<file path="src/rtl/rss_pkg.sv">
package rss_pkg;
    typedef enum logic [2:0] {
        ST_IDLE,
        ST_ASSERT,
        ST_BUILD,
        ST_SETUP,
        ST_RELEASE,
        ST_HOLD
    } rss_state_e;
endpackage

</file>
<file path="src/rtl/rss_ctl_bits.sv">
// Software-visible control bits: self-test enable and self-clearing warm reset.
module rss_ctl_bits (
    input  logic clk,
    input  logic rst_n,
    input  logic bist_set_i,
    input  logic warm_wr_i,
    input  logic idle_i,
    input  logic start_i,
    input  logic sample_i,
    output logic bist_en_o,
    output logic warm_bit_o,
    output logic bist_req_o
);
    typedef struct packed {
        logic bist_en;
        logic warm;
    } ctl_t;

    ctl_t ctl_d, ctl_q;

    always_comb begin
        ctl_d = ctl_q;
        if (bist_set_i) begin
            ctl_d.bist_en = 1'b1;
        end
        if (sample_i) begin
            ctl_d.bist_en = 1'b0;
        end
        if (start_i) begin
            ctl_d.warm = 1'b0;
        end else if (idle_i && warm_wr_i) begin
            ctl_d.warm = 1'b1;
        end
    end

    always_ff @(posedge clk or negedge rst_n) begin
        if (!rst_n) begin
            ctl_q <= '0;
        end else begin
            ctl_q <= ctl_d;
        end
    end

    // A set arriving on the sampling edge is folded into the vector.
    assign bist_req_o = ctl_q.bist_en | bist_set_i;
    assign bist_en_o  = ctl_q.bist_en;
    assign warm_bit_o = ctl_q.warm;

    p_busy_ignore_r8: assert property (@(posedge clk) disable iff (!rst_n)
        !idle_i && !start_i |=> !warm_bit_o);
endmodule

</file>
<file path="src/rtl/rss_vec_merge.sv">
// Builds the strap vector: base values with the self-test bit replaced.
module rss_vec_merge #(
    parameter int ADDR_W   = 29,
    parameter int BIST_IDX = 6
) (
    input  logic [ADDR_W-1:0] base_i,
    input  logic              bist_i,
    output logic [ADDR_W-1:0] vec_o
);
    for (genvar i = 0; i < ADDR_W; i++) begin : g_bit
        if (i == BIST_IDX) begin : g_bist
            assign vec_o[i] = bist_i;
        end else begin : g_pass
            assign vec_o[i] = base_i[i];
        end
    end
endmodule

</file>
<file path="src/rtl/rss_interval.sv">
// Loadable down-counter for the setup and hold intervals.
module rss_interval #(
    parameter int CW = 4
) (
    input  logic          clk,
    input  logic          rst_n,
    input  logic          load_i,
    input  logic [CW-1:0] load_val_i,
    input  logic          dec_i,
    output logic          done_o
);
    logic [CW-1:0] cnt_d, cnt_q;

    always_comb begin
        cnt_d = cnt_q;
        if (load_i) begin
            cnt_d = load_val_i;
        end else if (dec_i && cnt_q != '0) begin
            cnt_d = cnt_q - 1'b1;
        end
    end

    always_ff @(posedge clk or negedge rst_n) begin
        if (!rst_n) begin
            cnt_q <= '0;
        end else begin
            cnt_q <= cnt_d;
        end
    end

    assign done_o = (cnt_q == '0);
endmodule

</file>
<file path="src/rtl/reset_strap_seq.sv">
module reset_strap_seq #(
    parameter int ADDR_W     = 29,
    parameter int BIST_IDX   = 6,
    parameter int SETUP_CLKS = 4,
    parameter int HOLD_CLKS  = 2
) (
    input  logic              clk,
    input  logic              rst_n,
    input  logic              bist_set_i,
    input  logic              warm_wr_i,
    input  logic [ADDR_W-1:0] base_strap_i,
    input  logic              base_init_n_i,
    output logic              bist_en_o,
    output logic              warm_bit_o,
    output logic              cpu_rst_n_o,
    output logic [ADDR_W-1:0] strap_addr_o,
    output logic              strap_init_n_o,
    output logic              strap_oe_o
);
    import rss_pkg::*;

    localparam int MAXC = (SETUP_CLKS > HOLD_CLKS) ? SETUP_CLKS : HOLD_CLKS;
    localparam int CW   = $clog2(MAXC + 1);
    localparam logic [CW-1:0] SETUP_LOAD = CW'(SETUP_CLKS - 1);
    localparam logic [CW-1:0] HOLD_LOAD  = CW'(HOLD_CLKS - 2);

    typedef struct packed {
        rss_state_e        state;
        logic              cpu_rst_n;
        logic              oe;
        logic [ADDR_W-1:0] strap;
        logic              init_n;
    } seq_t;

    seq_t s_d, s_q;

    logic              idle, start, sample;
    logic              bist_req;
    logic [ADDR_W-1:0] merged;
    logic              cnt_load, cnt_dec, cnt_done;
    logic [CW-1:0]     cnt_val;

    assign idle   = (s_q.state == ST_IDLE);
    assign start  = idle && warm_bit_o;
    assign sample = (s_q.state == ST_ASSERT);

    rss_ctl_bits u_ctl (
        .clk        (clk),
        .rst_n      (rst_n),
        .bist_set_i (bist_set_i),
        .warm_wr_i  (warm_wr_i),
        .idle_i     (idle),
        .start_i    (start),
        .sample_i   (sample),
        .bist_en_o  (bist_en_o),
        .warm_bit_o (warm_bit_o),
        .bist_req_o (bist_req)
    );

    rss_vec_merge #(
        .ADDR_W   (ADDR_W),
        .BIST_IDX (BIST_IDX)
    ) u_merge (
        .base_i (base_strap_i),
        .bist_i (bist_req),
        .vec_o  (merged)
    );

    rss_interval #(
        .CW (CW)
    ) u_cnt (
        .clk        (clk),
        .rst_n      (rst_n),
        .load_i     (cnt_load),
        .load_val_i (cnt_val),
        .dec_i      (cnt_dec),
        .done_o     (cnt_done)
    );

    always_comb begin
        s_d      = s_q;
        cnt_load = 1'b0;
        cnt_dec  = 1'b0;
        cnt_val  = SETUP_LOAD;
        unique case (s_q.state)
            ST_IDLE: begin
                if (start) begin
                    s_d.state     = ST_ASSERT;
                    s_d.cpu_rst_n = 1'b0;
                end
            end
            ST_ASSERT: begin
                s_d.state  = ST_BUILD;
                s_d.strap  = merged;
                s_d.init_n = base_init_n_i;
                s_d.oe     = 1'b1;
            end
            ST_BUILD: begin
                s_d.state = ST_SETUP;
                cnt_load  = 1'b1;
                cnt_val   = SETUP_LOAD;
            end
            ST_SETUP: begin
                if (cnt_done) begin
                    s_d.state     = ST_RELEASE;
                    s_d.cpu_rst_n = 1'b1;
                end else begin
                    cnt_dec = 1'b1;
                end
            end
            ST_RELEASE: begin
                s_d.state = ST_HOLD;
                cnt_load  = 1'b1;
                cnt_val   = HOLD_LOAD;
            end
            ST_HOLD: begin
                if (cnt_done) begin
                    s_d.state  = ST_IDLE;
                    s_d.oe     = 1'b0;
                    s_d.strap  = '0;
                    s_d.init_n = 1'b1;
                end else begin
                    cnt_dec = 1'b1;
                end
            end
            default: begin
                s_d.state = ST_IDLE;
            end
        endcase
    end

    always_ff @(posedge clk or negedge rst_n) begin
        if (!rst_n) begin
            s_q.state     <= ST_IDLE;
            s_q.cpu_rst_n <= 1'b1;
            s_q.oe        <= 1'b0;
            s_q.strap     <= '0;
            s_q.init_n    <= 1'b1;
        end else begin
            s_q <= s_d;
        end
    end

    assign cpu_rst_n_o    = s_q.cpu_rst_n;
    assign strap_oe_o     = s_q.oe;
    assign strap_addr_o   = s_q.strap;
    assign strap_init_n_o = s_q.init_n;

    p_warm_clear_r2: assert property (@(posedge clk) disable iff (!rst_n)
        $fell(cpu_rst_n_o) |-> !warm_bit_o);
    p_bist_clear_r4: assert property (@(posedge clk) disable iff (!rst_n)
        $rose(strap_oe_o) |-> !bist_en_o || $past(bist_set_i) && 1'b0 || !bist_en_o);
    p_oe_after_rst_r5: assert property (@(posedge clk) disable iff (!rst_n)
        $fell(cpu_rst_n_o) |=> strap_oe_o);
    p_strap_stable_r5: assert property (@(posedge clk) disable iff (!rst_n)
        strap_oe_o && $past(strap_oe_o) |-> $stable(strap_addr_o) && $stable(strap_init_n_o));
    p_release_driven_r6: assert property (@(posedge clk) disable iff (!rst_n)
        $rose(cpu_rst_n_o) |-> strap_oe_o);
    p_handback_r7: assert property (@(posedge clk) disable iff (!rst_n)
        $fell(strap_oe_o) |-> cpu_rst_n_o);
endmodule

</file>
<file path="config.mk">
export PLATFORM = sky130hd
export DESIGN_NAME = reset_strap_seq
export DESIGN_NICKNAME = d
export VERILOG_FILES = /design/src/rtl/rss_pkg.sv /design/src/rtl/rss_ctl_bits.sv /design/src/rtl/rss_vec_merge.sv /design/src/rtl/rss_interval.sv /design/src/rtl/reset_strap_seq.sv
export SDC_FILE = /design/constraint.sdc
export NUM_CORES = 1
export LEC_CHECK = 0
export BUFFER_PORTS_ARGS = -buffer_cell sky130_fd_sc_hd__buf_2
export CORE_ASPECT_RATIO = 2
export CORE_MARGIN = 5
export CORE_UTILIZATION = 45
export DETAILED_ROUTE_END_ITERATION = 6
export PLACE_DENSITY = 0.84
export SLEW_MARGIN = 40
export SYNTH_ARGS = -nofsm -noshare
export SYNTH_HDL_FRONTEND = slang
export SYNTH_SLANG_ARGS = --single-unit
</file>
<file path="constraint.sdc">
create_clock -name clk -period 1.7 [get_ports clk]
set_input_delay 0.255 -clock clk [delete_from_list [all_inputs] [get_ports clk]]
set_output_delay 0.255 -clock clk [all_outputs]
set_load 0.1 [all_outputs]
</file>
Word-level counts from Yosys, hierarchy flattened
Index checks and enable logic that the tools add are counted.
- bits in registers: 40
- output and inout port bits: 34
- input port bits: 34
- reductions and logical operators: 16
- add/sub/neg operators: 1
- equal/unequal tests: 8
- multiplexer cells: 17
- bitwise operators: 1
- operator list (kind ; number):
    $pmux W31 S2 ; 1
    $mux W31 ; 1
    $pmux W3 S6 ; 1
    $reduce_bool A2 Y1 ; 5
    $mux W3 ; 3
    $mux W4 ; 2
    $mux W1 ; 7
    $eq A3 B2 Y1 const B ; 2
    $eq A3 B3 Y1 const B ; 2
    $logic_not A3 Y1 ; 2
    $reduce_and A3 Y1 ; 2
    $ne A2 B2 Y1 const B ; 2
    $reduce_or A2 Y1 ; 2
    $eq A3 B1 Y1 const B ; 1
    $logic_and A1 B1 Y1 ; 3
    $reduce_bool A3 Y1 ; 1
    $sub A3 B1 Y3 const B ; 1
    $mux W2 ; 1
    $ne A2 B1 Y1 const B ; 1
    $pmux W1 S2 ; 1
    $reduce_and A2 Y1 ; 1
    $or A1 B1 Y1 ; 1

Logic depth before layout (Yosys ltp)
Gate-level depths: netlist (run 1).
- depth in word-level cells: 6
- mapped depth: 7
- mapped depth without buffers: 6

Modules after synthesis
A second synthesis (run 1) with hierarchy kept.
- cells, all modules: 185
- area, all modules: 2083.2 um^2
- by module, submodules not included (module ; area each (um^2) ; instances ; cells each):
    reset_strap_seq ; 1594.0 ; 1 ; 131
    rss_vec_merge ; 217.7 ; 1 ; 29
    rss_interval ; 190.2 ; 1 ; 19
    rss_ctl_bits ; 81.3 ; 1 ; 6

Worst setup path before layout (run 1)
No wires, ideal clock.
- path kind: register to register
- start: register u_cnt.cnt_q[0]
- end: register s_q (netlist bit strap_addr_o[12])
- stages on the path, launching flop included: 7
- buffers on the path: 1
- data arrival time: 1.293 ns
- clock period less this slack: 1.414 ns
- setup slack: 0.286 ns
- library setup time: 0.121 ns
- cell sequence: dfrtp_1 > inv_1 > ha_1 > nand2b_4 > a21o_1 > buf_6 > a22o_1
- longest elaborated chain between the ends: 3
- RTL lines (what ; line ; RTL):
    from (decl) ; rss_interval.sv:12 ; logic [CW-1:0] cnt_d, cnt_q;
    from (signal assigned) ; rss_interval.sv:27 ; cnt_q <= cnt_d;
    $logic_not A3 Y1 ; rss_interval.sv:31 ; assign done_o = (cnt_q == '0);
    $ne A2 B2 Y1 (no line) ; -- ;
    $reduce_and A2 Y1 (no line) ; -- ;
    to (decl) ; reset_strap_seq.sv:35 ; seq_t s_d, s_q;
No other way between the ends.
A chain may end at the register's enable or synchronous reset.

Worst setup path in the final report (run 1)
- start: register u_cnt.cnt_q[0]
- end: register s_q (netlist bit strap_addr_o[17])
Same word-level chain as after synthesis.

==> metrics list, run 1 <==
- Fraction of the yosys area taken by sequential cells: 54.4%
- Across all setup checks in the final design, the least slack found is about 140 ps.
* CTS tree: done
- Number of vias per cell: 5.00
- The tree built by TritonCTS fans out to 40 sinks.
- The mapped netlist covers 0.00185 mm².
* Worst Min Path Start: base_strap_i[18]
- Synthesized netlist net count: 196
- Setup violations remaining at the end of the flow were counted as 0.
- The number of clock buffers added by TritonCTS is 5.
- Cell type with the highest aggregate area in the netlist: sky130_fd_sc_hd__dfrtp_1
- In the final layout, the share of cells above drive strength 1 is 42.2%.
- Post-route setup TNS: 0 ps
- Based on the critical path, the design can be clocked at up to 642 MHz.
- In this run the worst path has a maximum fanout of 17.
* Initial antenna violation count: 0
- Synth cell types: 30
- The tree is rooted in a sky130_fd_sc_hd__clkbuf_8.
* Number of top-level design ports: 68
- Startpoint of the worst setup timing path: u_cnt.cnt_q[0]
- Among all flip-flop cells after synthesis, the most frequent one is sky130_fd_sc_hd__dfrtp_1.
- Top post-synthesis cells by area: sky130_fd_sc_hd__dfrtp_1, sky130_fd_sc_hd__a22o_1, sky130_fd_sc_hd__buf_4
* Synth warn: 0
* Critical path class: flip-flop to flip-flop
* Period utilisation layout: 91.6%
* Hold crit path type: input port to flip-flop
* Chip height: 101 µm
- In this run the critical register-to-register path is launched from u_cnt.cnt_q[0].
* Input/output buffers: 66
- For the pin with the worst max-slew slack, the measured transition is 505 ps.
- Number of hold-slack violations in the final timing report: 0
- Data required time of the worst path: around 1900 ps
- Arrival time reported for the critical path endpoint: 1740 ps
* CTS HTree Levels: 2
- Number of enable flip-flop cells after synthesis: 0
- The first detailed-routing pass ran for 4 iterations.
- Die area: 0.00556 mm²
* NumNets Final: about 240
- The count of cells in the finished layout, fillers not included, comes to 256.
* CORE AREA: between 0.004 and 0.005 mm²
* Number of design rule violations left after detail routing: 0
- Between clock sinks in the finished design, the worst skew comes to 9.98 ps.
* Dpl ws: between 150 and 200 ps
- Number of placed instances with taps included: between 200 and 250
* Antenna cell count: 0
- After clock tree synthesis, the clock-pin slew on the worst setup and hold paths is 90 ps.
- Run status: completed
- Global-route wire length before repair: a little over 6 mm
- Placed wire-length estimate after detailed placement: between 2 and 3 mm
- Counting instances in the post-synthesis netlist gives the leading cell types as sky130_fd_sc_hd__dfrtp_1, sky130_fd_sc_hd__buf_4, sky130_fd_sc_hd__a22o_1.
- Slew headroom: 66.3%
- The number of global-route vias before repair is ~1300.
- Capturing element type of the critical path: flip-flop
- After detailed routing, the total wire length is 3.76 mm.
- The detailed router finished its first iteration with 26 violations.
- At the end of routability-driven placement, the weighted congestion stood at around 0.8.
* Maximum number of pins on one net before global-route repair: 23
- Max-cap violations in this run came to 0.
- Detailed-route via count: 1281
- Across every metal layer, demand over resource in global routing totals 14.3%.
- Placed cell area: 0.00201 mm²
- Measured along the x axis, the die boundary spans 55.3 µm.
- The clock passes through at most 2 buffers.
- The worst path needs 1560 ps of the cycle, external delays included.
- Starting Density: 45.6%
- Fillcell total: 392
- After detailed routing, the average wire length per cell comes to 14.7 µm.
- Summed over all layers, the global routing overflow is 0.
- The worst setup path is launched from a flip-flop.
- Post-cts sizing count: 0
- In the post-synthesis netlist, the cell with the most instances is sky130_fd_sc_hd__dfrtp_1.
- RSZ-0062 raised after global routing: false
- Remaining antenna violation count after routing: 0
- Yosys top cell area share: 51.5%
- Relative to the synthesized area, the layout overhead comes to 15.8%.
- With fillers left out, the area of the finished cells amounts to 0.00214 mm².
* Number of flip-flops and latches in the synthesized netlist: 40
- The floorplan has 33 rows.
- Share of synthesized registers carrying an async set or reset: 100%
- For the worst-skew pair, the clock arrives at the later sink with an insertion delay of 300 ps.
* Number of instances in the synthesized netlist: 160
* Max Transition Viols Final: 0
* Post-synthesis average cell area: 11.5 µm²
worst paths after layout:
kind,end,slack [ps],cells after the start
setup / recovery,strap_addr_o[17],140,6
hold / removal,strap_addr_o[18],170,2
setup reg to reg,strap_addr_o[17],140,6
hold reg to reg,strap_init_n_o,470,2
max in group asynchronous,cpu_rst_n_o,680,3
min in group asynchronous,strap_addr_o[12],450,2
per-stage QoR:
stage | utilization [%] | hold slack [ps]
2_1_floorplan | - | -40.6
3_3_place_gp | 49.7 | 241
3_5_place_dp | 49.7 | 248
4_1_cts | 52.8 | 162
5_1_grt | 52.8 | 166
6_report | 52.8 | 172
cells in the final DEF, fill, tap and decap left out, types with 2 or more instances in the layout:
cell	instances
sky130_fd_sc_hd__buf_2	66
sky130_fd_sc_hd__dfrtp_1	38
sky130_fd_sc_hd__a22o_1	28
sky130_fd_sc_hd__inv_1	7
sky130_fd_sc_hd__nor2_1	7
sky130_fd_sc_hd__a21oi_1	7
sky130_fd_sc_hd__nand2_1	6
sky130_fd_sc_hd__clkbuf_8	5
sky130_fd_sc_hd__buf_4	5
sky130_fd_sc_hd__o21ai_0	4
sky130_fd_sc_hd__nand3_1	4
sky130_fd_sc_hd__nor2_2	2
sky130_fd_sc_hd__ha_1	2
sky130_fd_sc_hd__clkinv_4	2
sky130_fd_sc_hd__dfstp_2	2
critical path: stages, from the launching register on:
cell and delay (ps):
sky130_fd_sc_hd__dfrtp_1 440, sky130_fd_sc_hd__inv_1 100, sky130_fd_sc_hd__ha_1 220, sky130_fd_sc_hd__nand2b_4 100, sky130_fd_sc_hd__a21o_1 200, sky130_fd_sc_hd__buf_4 190, sky130_fd_sc_hd__a22o_1 200
final cells by class:
type                            count  area (µm²)  area share (%)
Sequential cell                    40        1000            47.0
Clock inverter                      3        47.5            2.22
Multi-Input combinational cell     76         528            24.7
Tap cell                           52        65.1            3.04
Clock buffer                        5        68.8            3.22
Timing Repair Buffer               73         398            18.6
Inverter                            7        26.3            1.23
what timing repair did:
item | in CTS | in global routing
hold buffers | 1 | 0
endpoints found under the hold margin | 21 | 0
buffers inserted | 0 | 0
setup endpoints to repair | 0 | 0
routing by layer:
metal	share of wire [%]	wire length (µm)	global-route usage, %	vias up
li1	-	-	-	618
met3	5.3	200	5.26	8
met2	55	2060	25.1	33
met4	3.3	123	8.43	0
met1	37	1380	14.0	622
met5	0	0	0	-
logic make-up after synthesis:
logic type	after synthesis	share of synthesized area (%)
compound gates	48	19.9
xor+xnor	1	0.475
fa+ha+maj	2	1.36
buf+inv	44	17.0
flops	40	54.4
simple gates	25	6.92
registers in the layout (all words and copies together) (netlist names):
register and count:
u_ctl.bist_en_o 1, strap_init_n_o 1, cpu_rst_n_o 1, strap_oe_o 1, u_cnt.cnt_q 3, u_ctl.warm_bit_o 1
s_q 3, strap_addr_o 29
Power of run 1 is not shown: default switching activity piles up to over one toggle a cycle in this logic, so the estimate is an artifact.
==> inputs of run 2 (changes only) <==
--- a/config.mk
+++ b/config.mk
@@ -6,7 +6,7 @@
 export NUM_CORES = 1
 export LEC_CHECK = 0
 export BUFFER_PORTS_ARGS = -buffer_cell sky130_fd_sc_hd__buf_2
-export CORE_ASPECT_RATIO = 2
+export CORE_ASPECT_RATIO = 1.4
 export CORE_MARGIN = 5
 export CORE_UTILIZATION = 45
 export DETAILED_ROUTE_END_ITERATION = 6
==> metrics list, run 2 (same netlist as run 1, synthesis figures left out) <==
- The largest driver fanout on the critical path was 19 (+2).
* Chip height: 85.8 µm (-15%)
- The maximum count of clock buffers along a single path was 2 (unchanged).
- The max-capacitance violation count is 0 (unchanged).
* CORE AREA: 0.00395 mm² (-2.3%)
- The layout overhead on the synthesized area was 15.7% (about the same).
* Highest clock rate: 644 MHz (+0.31%)
- TritonCTS built the clock tree.
* Global router's overall resource usage: 14.0% (-0.21 points)
- The flip-flop count of the largest register, all copies and words added is 29 (unchanged).
* Detail-routed net length per standard cell: 14.9 µm (+1.1%)
* Most common library cell in the layout ignoring fill and taps: sky130_fd_sc_hd__buf_2
- Aggregate routed wire length: 3.67 mm (-2.4%)
- Run status: completed
- The number of instances resized during post-cts repair came to 0 (unchanged).
- Reg-to-Reg End: strap_addr_o[4]
* Number of vias per cell: 5.34 (+6.8%)
* RSZ-0062 raised after global routing: false
- Final clock skew: 4.95 ps (-5.03 ps)
- The count of antenna diodes in the layout was 0 (unchanged).
- The iteration count of the initial detailed-routing pass was 4 (unchanged).
- Commonest non-fill, non-tap cells in the layout: sky130_fd_sc_hd__buf_2, sky130_fd_sc_hd__dfrtp_1, sky130_fd_sc_hd__a22o_1
- Chip width: 64.1 µm (+16%)
- Total area of sequential cells: 0.00100 mm² (unchanged)
- The area of the die is 0.00550 mm² (-1.1%).
- The largest stage delay on the critical path is 430 ps (about the same).
* NumNets Final: 239 (unchanged)
* Worst min-delay path endpoint: strap_addr_o[14]
- Clock sink count: 40 (unchanged)
* Critical path's top delay family: flip-flops
- The starting DRC count in detailed routing is 34 (+31%).
- Final setup violation count: 0 (unchanged)
* Worst Min Path Start: base_strap_i[14]
* Fillcell total: 347 (-11%)
- The placed wire-length estimate after detailed placement was 2.72 mm (-3.3%).
* Capturing element type of the critical path: flip-flop
- Worst R2R Path Depth: 6 (unchanged)
- The total CTS buffers came to 5 (unchanged).
- The worst register-to-register path begins at u_cnt.cnt_q[0].
- Area occupied by multi-input gates: 528 µm² (unchanged)
- The number of placed I/O pins came to 68 (unchanged).
* Clock latency reported for the late side of the worst-skew pair: 280 ps (-20 ps)
- The H-tree depth came to 2 (unchanged).
- Period utilisation layout: 91.3% (-0.28 points)
- The clock slew at the register clock pins of the worst setup and hold paths came to 80 ps (about the same).
- Crit path buffers/inverters: 2 (unchanged)
- The weighted congestion at the end of routability-driven global placement came to 0.792 (+0.79%).
- The slew of the pin with the lowest slew margin is 495 ps (-10.1 ps).
* R2R Setup Slk: 150 ps (about the same)
- The proportion of layout cells with a drive suffix above 1 came to 42.2% (unchanged).
* Post-route setup TNS: 0 ps (unchanged)
- The worst hold path cell count came to 2 (unchanged).
- The number of global-route vias before repair is 1347 (+0.074%).
* Remaining antenna violation count after routing: 0 (unchanged)
- Type of element launching the critical path: flip-flop
- Clock period minus final worst setup slack: 1550 ps (-4.80 ps)
- In this run the worst setup path begins at u_cnt.cnt_q[0].
- Hold crit path type: input port to flip-flop
- By startpoint and endpoint, the worst setup path is classified as flip-flop to flip-flop.
* Number of cell rows: 27 (-18%)
- The total grt overflow is 0 (unchanged).
- Root buffer cell: sky130_fd_sc_hd__clkbuf_8
- Maximum number of pins on one net before global-route repair: 41 (+78%)
- The initial core utilization was 46.7% (+1.1 points).
* Slew headroom: 67.2% (+0.90 points)
- Max Transition Viols Final: 0 (unchanged)
- Data required time of the worst path: 1870 ps (about the same)
- Initial antenna violation count: 0 (unchanged)
* Global-route wire length before repair: 6.15 mm (+0.44%)
* Critical path's slowest cell: sky130_fd_sc_hd__dfrtp_1
- Number of design rule violations left after detail routing: 0 (unchanged)
* Cell breakdown of the critical path: inv_1, ha_1, nand2b_4, a21o_1, buf_4, a22o_1
* Arrival time reported for the critical path endpoint: 1720 ps (-20 ps)
- The count of vias placed by the detailed router is 1320 (+3.0%).
- The count of port buffers added during placement came to 66 (unchanged).
* Number of hold-slack violations in the final timing report: 0 (unchanged)
## run 2: stage by stage
step / util [%] / hold WS, ps / area [µm²] / std cells / worst slack (ps)
2_1_floorplan: - / -40.6 / 1850 / 160 / 286
3_3_place_gp: 50.6 / 237 / 2000 / 238 / 178
3_5_place_dp: 50.6 / 237 / 2000 / 238 / 169
4_1_cts: 54.0 / 179 / 2140 / 247 / 145
5_1_grt: 54.0 / 171 / 2140 / 247 / 63.1
6_report: 54.0 / 185 / 2140 / 247 / 147
## run 2: layout make-up
cell class	instances	area share, %
tap	43	2.52
timing repair buffer	73	18.6
clock inverter	1	1.41
clock buffer	7	4.51
inverter	7	1.23
sequential	40	47.0
multi-input combinational	76	24.7
## run 2: worst max path at each step
stage / endpoint / slack [ps] / cells after the start
2_1_floorplan: strap_addr_o[12] / 290 / 6
3_3_place_gp: strap_addr_o[15] / 180 / 6
3_5_place_dp: strap_addr_o[20] / 170 / 6
4_1_cts: strap_addr_o[4] / 140 / 6
5_1_grt: strap_addr_o[8] / 60 / 6
6_report: strap_addr_o[4] / 150 / 6
## run 2: timing repair
action / in CTS / in global routing
endpoints found under the hold margin: 38 / 0
hold buffers: 1 / 0
buffers inserted: 0 / 0
## run 2: metal layers
metal	routed length (µm)	up-vias	part of all wire, %	track usage (%)
met3	217	9	5.9	3.80
li1	-	622	-	-
met1	1480	652	40	16.5
met5	0	-	0	0
met2	1900	37	52	24.1
met4	79	0	2.2	5.56
Power of run 2 is left out for the same reason.
==> inputs of run 3 (changes only) <==
==> constraint.sdc (replaced) <==
create_clock -name clk -period 1.7 [get_ports clk]
set_input_delay 0.51 -clock clk [delete_from_list [all_inputs] [get_ports clk]]
set_output_delay 0.51 -clock clk [all_outputs]
set_load 0.1 [all_outputs]
==> metrics list, run 3 (same netlist as run 1, synthesis figures left out) <==
* Run status: completed
- The total detailed-routing wirelength was 3.87 mm (+5.3%).
* Clock period minus final worst setup slack: 1600 ps (+47.1 ps)
- The latest clock arrival within the worst-skew pair was 280 ps (about the same).
* Share of layout cells above drive strength 1: 41.9% (-0.28 points)
- The iteration count of the initial detailed-routing pass was 6 (+2).
* Crit path buffers/inverters: 1 (-1)
* Remaining antenna violation count after routing: 0 (unchanged)
* Max Transition Viols Final: 0 (unchanged)
- Clock buffer depth: 2 (unchanged)
- Chip width: 64.1 µm (unchanged)
* Cell area after layout: 0.00214 mm² (+0.18%)
- Clock sink count: 40 (unchanged)
* Initial antenna violation count: 0 (unchanged)
- The weighted congestion at the end of routability-driven global placement is 0.798 (+0.76%).
- The filler cell count in the final layout came to 352 (+1.4%).
- Non-filler instance count after layout: 246 (-0.40%)
- Post-route setup TNS: 0 ps (unchanged)
- Worst R2R Path Depth: 6 (unchanged)
- Critical path's top delay family: buffers and inverters
* Number of placed instances with taps included: 238 (unchanged)
- Starting Density: 46.7% (unchanged)
* Post-CTS clock slew at the launch and capture registers of the worst setup and hold paths: 80 ps (about the same)
* CTS HTree Levels: 2 (unchanged)
- Die area: 0.00550 mm² (unchanged)
- Input/output buffers: 66 (unchanged)
- Final setup violation count: 0 (unchanged)
* Antenna cell count: 0 (unchanged)
- CTS tree: done
* Number of DRC violations after detailed-routing iteration 0: 41 (+21%)
* R2R Setup Slk: 130 ps (-20 ps)
- Worst r2r src: u_cnt.cnt_q[0]
* Cell breakdown of the critical path: buf_2
* Data required time of the worst path: 1190 ps (-680 ps)
- The flip-flop count of the largest register, all copies and words added came to 29 (unchanged).
* Period utilisation layout: 94.1% (+2.8 points)
* Global router's overall resource usage: 14.9% (+0.88 points)
* Placed wire-length estimate after detailed placement: 2.88 mm (+5.6%)
- STA classifies the critical path startpoint as a flip-flop.
* Maximum number of pins on one net before global-route repair: 27 (-34%)
- Number of design rule violations left after detail routing: 0 (unchanged)
- Critical Path Fanout Max: 2 (-17)
- The number of placed I/O pins came to 68 (unchanged).
- Critical path class: flip-flop to output pin
- The slew of the pin with the lowest slew margin is 499 ps (+3.49 ps).
* Count of buffers added by post-CTS timing repair for setup: 0 (unchanged)
- The number of standard-cell rows in the floorplan is 27 (unchanged).
- The max-capacitance violation count is 0 (unchanged).
- Detail-routed net length per standard cell: 15.7 µm (+5.7%)
- End-of-flow core utilization: 54.1% (+0.095 points)
- Most common library cell in the layout ignoring fill and taps: sky130_fd_sc_hd__buf_2
- Area growth from synthesis to layout: 15.9%
* Global-route wire length before repair: 6.62 mm (+7.6%)
- Root buffer cell: sky130_fd_sc_hd__clkbuf_8
* CORE AREA: 0.00395 mm² (unchanged)
- The height of the die came to 85.8 µm (unchanged).
- Final global-route overflow total: 0 (unchanged)
- Total CTS buffers: 5 (unchanged)
* Via count of the first global-routing pass: 1410 (+4.7%)
* Cell count along the critical path: 1 (-5)
- RSZ-0062 raised after global routing: false
- The final hold violation count was 0 (unchanged).
* Number of vias per cell: 5.32 (-0.51%)
- Reg-to-Reg End: strap_addr_o[15]
- The area after detailed placement is 0.00203 mm² (+1.5%).
* Slew headroom: 67.0% (-0.23 points)
- Arrival time reported for the critical path endpoint: 1090 ps (-630 ps)
* Critical path's slowest cell: sky130_fd_sc_hd__buf_2
- Detailed-route via count: 1308 (-0.91%)
- The worst hold path belongs to the class input port to asynchronous set/reset pin.
- CP peak stage delay: 440 ps (about the same)
- NumNets Final: 238 (-0.42%)
- In the layout the commonest cells are sky130_fd_sc_hd__buf_2, sky130_fd_sc_hd__dfrtp_1, sky130_fd_sc_hd__a22o_1.
- Final clock skew: 7.76 ps (+2.81 ps)
- The worst setup path is captured at an output pin.
- Highest clock rate: 625 MHz (-2.9%)
[run 3: layout make-up]
type,instances,area (µm²),area share (%)
Timing Repair Buffer,72,420,19.6
Inverter,7,26.3,1.23
Tap cell,43,53.8,2.51
Sequential cell,40,1000,46.9
Clock inverter,2,35.0,1.64
Clock buffer,6,72.6,3.39
Multi-Input combinational cell,76,528,24.7
[run 3: what timing repair did]
action | 4_1_cts | 5_1_grt
gates resized for setup | 0 | 1
endpoints found under the setup margin | 0 | 1
hold buffers | 0 | 0
[run 3: how the worst max path moves through the flow]
stage                        to  slack (ps)             start
3_5_place_dp   strap_addr_o[15]         140    u_cnt.cnt_q[0]
6_report       strap_addr_o[16]         100  strap_addr_o[16]
5_1_grt        strap_addr_o[12]          40    u_cnt.cnt_q[0]
3_3_place_gp   strap_addr_o[15]         190    u_cnt.cnt_q[0]
4_1_cts              warm_bit_o          40  u_ctl.warm_bit_o
2_1_floorplan        warm_bit_o         270  u_ctl.warm_bit_o
[run 3: per-stage QoR]
stage                     setup slack [ps]  hold slack, ps
after global routing                  36.7             129
after global placement                 189             440
after CTS                             44.3             126
final                                  100             120
after floorplan                        267             214
after detailed placement               137             441
[run 3: layer usage]
| metal | up-vias | global-route usage (%) | wire (µm) |
|---|---|---|---|
| met4 | 0 | 5.00 | 57 |
| met5 | - | 0 | 0 |
| met1 | 652 | 17.8 | 1560 |
| met2 | 35 | 26.1 | 2060 |
| li1 | 615 | - | - |
| met3 | 6 | 3.54 | 188 |
Power of run 3 is left out for the same reason.
